## src/rtl/sens_emu_pkg.sv

```systemverilog
package sens_emu_pkg;
  typedef enum logic [1:0] {
    ST_IDLE  = 2'd0,
    ST_WAIT  = 2'd1,
    ST_FRAME = 2'd2,
    ST_GAP   = 2'd3
  } emu_state_t;
endpackage

```

## src/rtl/sens_emu_seq.sv

```systemverilog
// Frame sequencer: idle / trigger delay / frame / inter-frame gap.
module sens_emu_seq
  import sens_emu_pkg::*;
#(
  parameter int DLY_CLKS = 1536,
  parameter int GAP_CLKS = 1
) (
  input  logic clk,
  input  logic rst,
  input  logic trig,
  input  logic free_run,
  input  logic frm_last,
  output logic frm_start,
  output logic frm_on
);
  localparam int CMAX = (DLY_CLKS > GAP_CLKS) ? DLY_CLKS : GAP_CLKS;
  localparam int CW   = $clog2(CMAX + 1);
  localparam logic [CW-1:0] DLY_LAST = CW'(DLY_CLKS - 1);
  localparam logic [CW-1:0] GAP_LAST = CW'(GAP_CLKS - 1);

  emu_state_t st, st_n;
  logic [CW-1:0] cnt, cnt_n;

  always_comb begin
    st_n  = st;
    cnt_n = cnt;
    case (st)
      ST_IDLE: begin
        if (trig) begin
          st_n  = ST_WAIT;
          cnt_n = '0;
        end
      end
      ST_WAIT: begin
        if (trig) begin
          cnt_n = '0;                 // restart wins over expiry
        end else if (cnt == DLY_LAST) begin
          st_n  = ST_FRAME;
          cnt_n = '0;
        end else begin
          cnt_n = cnt + 1'b1;
        end
      end
      ST_FRAME: begin
        if (frm_last) begin
          st_n  = free_run ? ST_GAP : ST_IDLE;
          cnt_n = '0;
        end
      end
      default: begin                  // ST_GAP
        if (cnt == GAP_LAST) begin
          st_n  = ST_FRAME;
          cnt_n = '0;
        end else begin
          cnt_n = cnt + 1'b1;
        end
      end
    endcase
  end

  assign frm_start = (st_n == ST_FRAME) && (st != ST_FRAME);

  always_ff @(posedge clk) begin
    if (rst) begin
      st     <= ST_IDLE;
      cnt    <= '0;
      frm_on <= 1'b0;
    end else begin
      st     <= st_n;
      cnt    <= cnt_n;
      frm_on <= (st_n == ST_FRAME);
    end
  end

  // a trigger during the delay always restarts the count
  a_r6_restart: assert property (@(posedge clk) disable iff (rst)
    (st == ST_WAIT && trig) |=> (st == ST_WAIT && cnt == '0));

  // a running frame is not disturbed until its last edge
  a_r7_frame_hold: assert property (@(posedge clk) disable iff (rst)
    (st == ST_FRAME && !frm_last) |=> (st == ST_FRAME));

  // without free-run the frame end leads to idle
  a_r8_stop: assert property (@(posedge clk) disable iff (rst)
    (st == ST_FRAME && frm_last && !free_run) |=> (st == ST_IDLE));
endmodule

```

## src/rtl/sens_emu_raster.sv

```systemverilog
// Line/row counters and line-valid window decode.
module sens_emu_raster #(
  parameter int LINE_CLKS  = 192,
  parameter int ROWS_PRE   = 1,
  parameter int ACT_ROWS   = 18,
  parameter int ROWS_POST  = 1,
  parameter int HACT_START = 28,
  parameter int ACT_COLS   = 66
) (
  input  logic clk,
  input  logic rst,
  input  logic frm_start,
  input  logic frm_on,
  output logic frm_last,
  output logic hact_n,
  output logic hact_q
);
  localparam int LINES = ROWS_PRE + ACT_ROWS + ROWS_POST;
  localparam int PW    = $clog2(LINE_CLKS + 1);
  localparam int LW    = $clog2(LINES + 1);
  localparam logic [PW-1:0] POS_LAST = PW'(LINE_CLKS - 1);
  localparam logic [LW-1:0] LN_LAST  = LW'(LINES - 1);
  localparam logic [PW-1:0] H_BEG    = PW'(HACT_START);
  localparam logic [PW-1:0] H_END    = PW'(HACT_START + ACT_COLS);
  localparam logic [LW-1:0] R_BEG    = LW'(ROWS_PRE);
  localparam logic [LW-1:0] R_END    = LW'(ROWS_PRE + ACT_ROWS);

  logic [PW-1:0] pos, pos_n;
  logic [LW-1:0] line, line_n;
  logic          eol, act_n;

  assign eol      = (pos == POS_LAST);
  assign frm_last = frm_on && eol && (line == LN_LAST);
  assign act_n    = frm_start || (frm_on && !frm_last);

  always_comb begin
    if (frm_start) begin
      pos_n  = '0;
      line_n = '0;
    end else if (frm_on) begin
      pos_n  = eol ? '0 : pos + 1'b1;
      line_n = eol ? ((line == LN_LAST) ? '0 : line + 1'b1) : line;
    end else begin
      pos_n  = pos;
      line_n = line;
    end
  end

  assign hact_n = act_n &&
                  (line_n >= R_BEG) && (line_n < R_END) &&
                  (pos_n >= H_BEG) && (pos_n < H_END);

  always_ff @(posedge clk) begin
    if (rst) begin
      pos    <= '0;
      line   <= '0;
      hact_q <= 1'b0;
    end else begin
      pos    <= pos_n;
      line   <= line_n;
      hact_q <= hact_n;
    end
  end

  // line period wraps after exactly LINE_CLKS positions
  a_r1_pos_wrap: assert property (@(posedge clk) disable iff (rst)
    (frm_on && eol && !frm_last) |=> (pos == '0));

  // row counter never leaves the frame range
  a_r3_line_range: assert property (@(posedge clk) disable iff (rst)
    frm_on |-> (line <= LN_LAST));
endmodule

```

## src/rtl/sens_emu_ramp.sv

```systemverilog
// Ramp pixel generator: counts line-valid cycles since frame start.
module sens_emu_ramp #(
  parameter int DW = 12
) (
  input  logic          clk,
  input  logic          rst,
  input  logic          frm_start,
  input  logic          hact_n,
  output logic [DW-1:0] pxd
);
  logic [DW-1:0] cnt, base;

  assign base = frm_start ? '0 : cnt;

  always_ff @(posedge clk) begin
    if (rst) begin
      cnt <= '0;
      pxd <= '0;
    end else begin
      cnt <= hact_n ? base + 1'b1 : base;
      pxd <= hact_n ? base : '0;
    end
  end
endmodule

```

## src/rtl/trig_sensor_emu.sv

```systemverilog
module trig_sensor_emu #(
  parameter int DW         = 12,
  parameter int LINE_CLKS  = 192,
  parameter int ACT_COLS   = 66,
  parameter int ACT_ROWS   = 18,
  parameter int ROWS_PRE   = 1,
  parameter int ROWS_POST  = 1,
  parameter int TRIG_LINES = 8,
  parameter int GAP_CLKS   = 1,
  parameter int SYNC_CLKS  = 20,
  parameter int PORCH_CLKS = 8
) (
  input  logic          clk,
  input  logic          rst,
  input  logic          trig,
  input  logic          free_run,
  output logic          vact,
  output logic          hact,
  output logic [DW-1:0] pxd
);
  localparam int DLY_CLKS   = TRIG_LINES * LINE_CLKS;
  localparam int HACT_START = SYNC_CLKS + PORCH_CLKS;

  logic frm_start, frm_on, frm_last, hact_n;

  sens_emu_seq #(
    .DLY_CLKS (DLY_CLKS),
    .GAP_CLKS (GAP_CLKS)
  ) seq_i (
    .clk       (clk),
    .rst       (rst),
    .trig      (trig),
    .free_run  (free_run),
    .frm_last  (frm_last),
    .frm_start (frm_start),
    .frm_on    (frm_on)
  );

  sens_emu_raster #(
    .LINE_CLKS  (LINE_CLKS),
    .ROWS_PRE   (ROWS_PRE),
    .ACT_ROWS   (ACT_ROWS),
    .ROWS_POST  (ROWS_POST),
    .HACT_START (HACT_START),
    .ACT_COLS   (ACT_COLS)
  ) raster_i (
    .clk       (clk),
    .rst       (rst),
    .frm_start (frm_start),
    .frm_on    (frm_on),
    .frm_last  (frm_last),
    .hact_n    (hact_n),
    .hact_q    (hact)
  );

  sens_emu_ramp #(
    .DW (DW)
  ) ramp_i (
    .clk       (clk),
    .rst       (rst),
    .frm_start (frm_start),
    .hact_n    (hact_n),
    .pxd       (pxd)
  );

  assign vact = frm_on;

  // line-valid only inside frame-valid
  a_r4_hact_in_vact: assert property (@(posedge clk) disable iff (rst)
    hact |-> vact);

  // consecutive pixels in a line step by one
  a_r9_ramp_step: assert property (@(posedge clk) disable iff (rst)
    (hact && $past(hact)) |-> (pxd == $past(pxd) + 1'b1));

  // data bus idles at zero outside line-valid
  a_r10_idle_zero: assert property (@(posedge clk) disable iff (rst)
    !hact |-> (pxd == '0));
endmodule

```

## config.mk

```make
export PLATFORM = sky130hd
export DESIGN_NAME = trig_sensor_emu
export DESIGN_NICKNAME = d
export VERILOG_FILES = /design/src/rtl/sens_emu_pkg.sv /design/src/rtl/sens_emu_seq.sv /design/src/rtl/sens_emu_raster.sv /design/src/rtl/sens_emu_ramp.sv /design/src/rtl/trig_sensor_emu.sv
export SDC_FILE = /design/constraint.sdc
export NUM_CORES = 1
export LEC_CHECK = 0
export BUFFER_PORTS_ARGS = -buffer_cell sky130_fd_sc_hd__buf_2
export CAP_MARGIN = 20
export CELL_PAD_IN_SITES_DETAIL_PLACEMENT = 1
export CELL_PAD_IN_SITES_GLOBAL_PLACEMENT = 1
export CORE_UTILIZATION = 46
export DETAILED_ROUTE_END_ITERATION = 6
export PLACE_DENSITY = 0.8
export SYNTH_ARGS = -nofsm -noshare
export SYNTH_HDL_FRONTEND = slang
export SYNTH_HIERARCHICAL = 1
export SYNTH_SLANG_ARGS = --single-unit
```

## constraint.sdc

```tcl
create_clock -name clk -period 4.1 [get_ports clk]
set_input_delay 0.205 -clock clk [delete_from_list [all_inputs] [get_ports clk]]
set_output_delay 0.205 -clock clk [all_outputs]
set_load 0.1 [all_outputs]
```

Yosys cells after proc, flatten, opt, wreduce, memory -nomap -nowiden --
Index checks and enable logic that the tools add are counted.
Storage, ports and cells: logic and storage cells 62, output and inout bits 14, register bits after elaboration 52
Operators by class: magnitude comparators 4, reductions and logical operators 14, bitwise logic cells 1, add/subtract/negate cells 4, eq/ne operators 9, muxes and demuxes 22
Operators with widths (count):
- $mux W11 | 5
- $pmux W11 S3 | 1
- $mux W12 | 2
- $mux W8 | 3
- $mux W5 | 4
- $add A12 B1 Y12 const B | 1
- $mux W2 | 6
- $add A11 B1 Y11 const B | 1
- $eq A11 B11 Y1 const B | 1
- $logic_not A11 Y1 | 1
- $add A8 B1 Y8 const B | 1
- $eq A8 B8 Y1 const B | 1
- $ge A8 B5 Y1 const B | 1
- $logic_and A1 B1 Y1 | 8
- $lt A8 B7 Y1 const B | 1
- $pmux W2 S3 | 1
- $add A5 B1 Y5 const B | 1
- $eq A5 B5 Y1 const B | 1
- $ge A5 B1 Y1 const B | 1
- $lt A5 B5 Y1 const B | 1
- $eq A2 B2 Y1 const B | 2
- $ne A2 B2 Y1 const B | 2
- $eq A2 B1 Y1 const B | 1
- $logic_not A2 Y1 | 1
- other kinds (6) | 6

Longest topological paths before layout --
word-level depth 15, depth in mapped cells 19

Modules after synthesis --
Netlist, hierarchy kept.
By module, submodules not included:
- sens_emu_ramp | cells each 101, area each 992.2 um^2, sequential area each 480.5 um^2, instances 1
- sens_emu_raster | cells each 116, area each 925.9 um^2, sequential area each 280.3 um^2, instances 1
- sens_emu_seq | cells each 87, area each 802.0 um^2, sequential area each 280.3 um^2, instances 1

Worst setup path before layout --
OpenSTA, ideal clock, no wires.
path type register to register, from reg seq_i.frm_on, to reg ramp_i.cnt[8], cell stages (with the launch flop) 18, path slack -105 ps, data arrival time 4135 ps, clock period less this slack 4205 ps, library setup time 70 ps, path through dfxtp_1 -> and4_1 -> buf_4 -> nand4_1 -> nor2_1 -> nand2_1 -> o21ai_0 -> a21oi_1 -> o21a_1 -> nor3_1 -> a32oi_1 -> a2111oi_0 -> a31oi_1 -> nor3_1 -> buf_6 -> nand4b_4 -> or4_1 -> a21boi_1
On the way: word-level cells in the longest chain between the ends 13
Ends and longest elaborated chain:
- from (decl) | line sens_emu_seq.sv:14 | output logic frm_on
- from (signal assigned) | line sens_emu_seq.sv:71 | frm_on <= (st_n == ST_FRAME);
- $logic_and A1 B1 Y1 (*) (2 in series) | line sens_emu_raster.sv:33 | assign frm_last = frm_on && eol && (line == LN_LAST);
- named net frm_last | line trig_sensor_emu.sv:24 | logic frm_start, frm_on, frm_last, hact_n;
- $mux W2 (*) | line sens_emu_seq.sv:45 | if (frm_last) begin
- $pmux W2 S3 (*) | line sens_emu_seq.sv:27 | case (st)
- $eq A2 B2 Y1 (*) | line sens_emu_seq.sv:61 | assign frm_start = (st_n == ST_FRAME) && (st != ST_FRAME);
- $logic_and A1 B1 Y1 (*) | line sens_emu_seq.sv:61
- named net frm_start | line trig_sensor_emu.sv:24
- $mux W5 | line sens_emu_raster.sv:37 | if (frm_start) begin
- $ge A5 B1 Y1 | line sens_emu_raster.sv:50 | (line_n >= R_BEG) && (line_n < R_END) &&
- $logic_and A1 B1 Y1 | line sens_emu_raster.sv:49 | assign hact_n = act_n &&
- $logic_and A1 B1 Y1 (2 in series) | line sens_emu_raster.sv:50
- $logic_and A1 B1 Y1 (*) | line sens_emu_raster.sv:51 | (pos_n >= H_BEG) && (pos_n < H_END);
- named net hact_n | line trig_sensor_emu.sv:24
- $mux W12 (*) | line sens_emu_ramp.sv:20 | cnt <= hact_n ? base + 1'b1 : base;
- to (signal assigned) | line sens_emu_ramp.sv:20
- to (decl) | line sens_emu_ramp.sv:11 | logic [DW-1:0] cnt, base;
Mark *: on every way through the listed nets, which the timed path passes. The rest lies on a longest branch. A chain may end at the register's enable or synchronous reset.

Worst setup path in the final report --
from reg raster_i.pos[3], to reg ramp_i.cnt[8]
On the way: word-level cells in the longest chain between the ends 14
Ends and longest elaborated chain:
- from (decl) | line sens_emu_raster.sv:28 | logic [PW-1:0] pos, pos_n;
- from (signal assigned) | line sens_emu_raster.sv:59 | pos <= pos_n;
- $eq A8 B8 Y1 (*) | line sens_emu_raster.sv:32 | assign eol = (pos == POS_LAST);
- $logic_and A1 B1 Y1 (*) (2 in series) | line sens_emu_raster.sv:33
- named net frm_last | line trig_sensor_emu.sv:24
- $mux W2 (*) | line sens_emu_seq.sv:45
- $pmux W2 S3 (*) | line sens_emu_seq.sv:27
- $eq A2 B2 Y1 (*) | line sens_emu_seq.sv:61
- $logic_and A1 B1 Y1 (*) | line sens_emu_seq.sv:61
- named net frm_start | line trig_sensor_emu.sv:24
- $mux W5 | line sens_emu_raster.sv:37
- $ge A5 B1 Y1 | line sens_emu_raster.sv:50
- $logic_and A1 B1 Y1 | line sens_emu_raster.sv:49
- $logic_and A1 B1 Y1 (2 in series) | line sens_emu_raster.sv:50
- $logic_and A1 B1 Y1 (*) | line sens_emu_raster.sv:51
- named net hact_n | line trig_sensor_emu.sv:24
- $mux W12 (*) | line sens_emu_ramp.sv:20
Marked as above.

==> summary.txt <==
Synth
  – Synth warn: 6
  – Post-synth cell types: 58
  – Yosys top cell area share: 38.3%
  – Post-synth EDFFs: 0
  – Top_reg_cell synth: dfxtp_1
  – Post-synthesis sequential area ratio: between 30% and 40%
  – Largest area contributor in the netlist: dfxtp_1
  – Avg Cell Area, Syn: 8.95 µm²
  – Async SR Flop Fraction: 0%
  – Synthesized Nets: 313
  – Mapped Area: 0.00272 mm²
  – Seq cells post-synth: 52
  – Post-synthesis cell count: 304
  – Top post-synthesis cells by area: dfxtp_1 (38%), nor2_1 (4.3%), xor2_1 (3.9%), and3_1 (3.0%), nand2_1 (2.9%)

Run
  – Max cap viols: 0

Global routing
  – Total Routing Usage GR: between 20% and 30%
  – Initial antenna violation count: 0
  – Vias in the first global route: around 2.2k
  – Grt ovf: 0
  – Global-route wire length before repair: 10.3 mm
  – Largest net degree at the start of global routing: 23

Placed design
  – Placer Congestion: about 0.80
  – Detailed placement HPWL: 4.37 mm
  – DP Worst Slack: slightly below 300 ps
  – Port Buffer Count: 17
  – DP Area: 0.00286 mm²
  – Placed cells: 386

Layout
  – # fillers: 682
  – Number of antenna repair diodes: 0
  – Fin area: 0.00297 mm²
  – Non-filler cells, final: about 400
  – Commonest non-fill, non-tap cell in the layout: dfxtp_1
  – Nets: around 330
  – Fraction of layout cells with a size suffix above 1: 17.3%
  – Most frequent cells in the layout: dfxtp_1 (51), nor2_1 (31), nand2_1 (21), buf_2 (17)
  – Final core occ: 52.9%
  – P&R area growth vs syn: 9.11%

Floorplan
  – Initial core utilization: 48.5%
  – Die height: between 70 and 80 µm
  – Horiz. Die Dim: between 70 and 80 µm
  – Io pins: 18
  – Die Area: about 0.0062 mm²
  – Row cnt: 27
  – Total core area: 0.00561 mm²

Worst setup path
  – Critical path type: flop to flop
  – Worst EP arrival: 3920 ps
  – Required time of the critical path: 4350 ps
  – Critical path fanouts, max: 8
  – Worst path max stage delay: 510 ps
  – Worst Path Buf+Inv: 1
  – Critical path, cell by cell: and4_2 -> nand4_1 -> nor2_1 -> nand2_1 -> o21ai_0 -> a21oi_1 -> o21a_1 -> nor3_1 -> a32oi_1 -> a2111oi_0 -> a31oi_1 -> nor3_2 -> buf_4 -> nand4b_4 -> or4_1 -> a21boi_1
  – Top Family by Delay on Critical Path: simple AND/OR/NAND/NOR gates
  – CP max-delay cell: or4_1
  – Crit. End Element: flop
  – Worst setup SP type: flop

Power
  – Peak supply drop: 130 µV
  – Pwr dens: 287 mW/mm²
  – Leakage: 1.20 nW

Drt
  – DRC viols: 0
  – 1st-iter DRT viols: 80
  – DR WL/cell: 15.2 µm
  – Detailed Routing Iterations Pass 1: 4
  – Post-DRT Antenna Nets: 0
  – DR vias/cell: between 5 and 6
  – Total number of vias: 2240
  – WL final: 6.00 mm

CTS
  – Clock sink count: 52
  – Clk slew on worst S/H paths: 110 ps
  – CTS Hold Bufs: 0
  – Clk Latency, worst-skew pair: 310 ps
  – TritonCTS clock tree: done
  – H-tree depth: 2
  – CTS max path bufs: 2
  – Inserted Clock Buffers: 5
  – Root Buffer: clkbuf_8

Timing
  – Slew Limit Fails: 0
  – Tmin final: about 3700 ps
  – Actual slew at the worst max-slew pin: 538 ps
  – Worst Setup Slack, final: 430 ps
  – Clk_skew: between 9 and 10 ps
  – Final Hold Fails: 0
  – Max Clk Rate: 272 MHz
  – Final period utilization: roughly nine tenths
  – Relative slew slack: 64.0%
  – Setup violators final: 0

Status
  – Status: complete, no violations

Worst hold path
  – HP Class: primary input to flop
flip-flops by register name (all words and copies together), names as in the netlist:
register,flops
seq_i/st,2
seq_i/cnt,11
raster_i/pos,8
ramp_i/cnt,12
seq_i/frm_on,1
ramp_i/pxd,12
raster_i/line,5
raster_i/hact_q,1
tightest hold or removal path: cells and delay by family:
kind            cells  cell delay (ps)
compound gates      1               60
buf+inv             1              130
simple gates        1              110
Yosys cell counts (all sizes together), types with 2 or more instances:
cell type,number
dfxtp,52
ha,5
and2,4
nor2b,7
nor4,3
and4b,4
or4,3
a211o,2
a31oi,2
xor2,12
nor3,7
and3,13
clkbuf,6
o211ai,5
o22ai,2
or3,5
or3b,2
nor3b,3
mux2i,6
nand3,10
o2111ai,5
nand4b,3
a21oi,13
or2,2
o21ai,10
nand2,21
o31ai,2
xnor2,8
buf,8
nor2,32
o21a,3
and4,5
a32oi,3
inv,9
a21o,2
nand2b,2
nand4,13
a211oi,2
path summary, 6_finish.rpt:
| path | startpoint | endpoint | slack [ps] | cells after the start |
|---|---|---|---|---|
| worst min-delay path | trig | seq_i/st[0]$_SDFF_PP0_ | 250 | 3 |
| worst max-delay path | raster_i/pos[3]$_SDFF_PP0_ | ramp_i/cnt[8]$_SDFF_PP0_ | 430 | 16 |
| worst max register to register | raster_i/pos[3]$_SDFF_PP0_ | ramp_i/cnt[8]$_SDFF_PP0_ | 430 | 16 |
| worst min register to register | ramp_i/cnt[11]$_SDFF_PP0_ | ramp_i/cnt[11]$_SDFF_PP0_ | 490 | 2 |
cell families after synthesis:
| logic type | Yosys count | share of synthesized area [%] |
|---|---|---|
| DFF | 52 | 38.3 |
| buffers and inverters | 23 | 4.55 |
| adders and majority gates | 5 | 2.30 |
| AOI/OAI and AO/OA | 56 | 15.1 |
| and+or+nand+nor | 141 | 30.5 |
| xor gates and xnor gates | 20 | 6.44 |
| muxes | 7 | 2.76 |
per-layer routing:
metal  share of wire [%]  vias to the layer above  global-route usage, %  routed length, µm
met5                   0                        -                      0                  0
li1                    -                     1140                      -                  -
met4                 1.7                        0                   7.45                101
met1                  48                     1071                   26.1               2900
met3                 1.9                       10                   4.02                114
met2                  48                       19                   34.6               2890
stage by stage:
| stage | power, W | setup TNS, ps | hold WS, ps |
|---|---|---|---|
| final | 0.000853 | 0 | 252 |
| after global routing | 0.000894 | -12.9 | 266 |
| after CTS | 0.000865 | 0 | 248 |
| after detailed placement | 0.000555 | 0 | 479 |
| after global placement | 0.000555 | 0 | 467 |
| after floorplan | 0.000546 | 0 | 270 |
layout make-up:
type | count | area [µm²] | share of cell area, %
Multi-Input combinational cell | 229 | 1560 | 52.6
Sequential cell | 52 | 1040 | 35.1
Timing Repair Buffer | 25 | 145 | 4.89
Tap cell | 72 | 90.1 | 3.04
Clock buffer | 5 | 68.8 | 2.32
Inverter | 9 | 33.8 | 1.14
Clock inverter | 3 | 26.3 | 0.885
power by group:
group | internal (W) | switching, W
registers | 0.000506 | 0.00000133
logic | 0.0000116 | 0.0000244
clock network | 0.000126 | 0.000183
repair_timing:
action | 4_1_cts | 5_1_grt
endpoints found under the hold margin | 0 | 0
endpoints found under the setup margin | 0 | 9
resized for setup | 0 | 1
setup buffers | 0 | 1
Power figures use the tool's default switching activity.
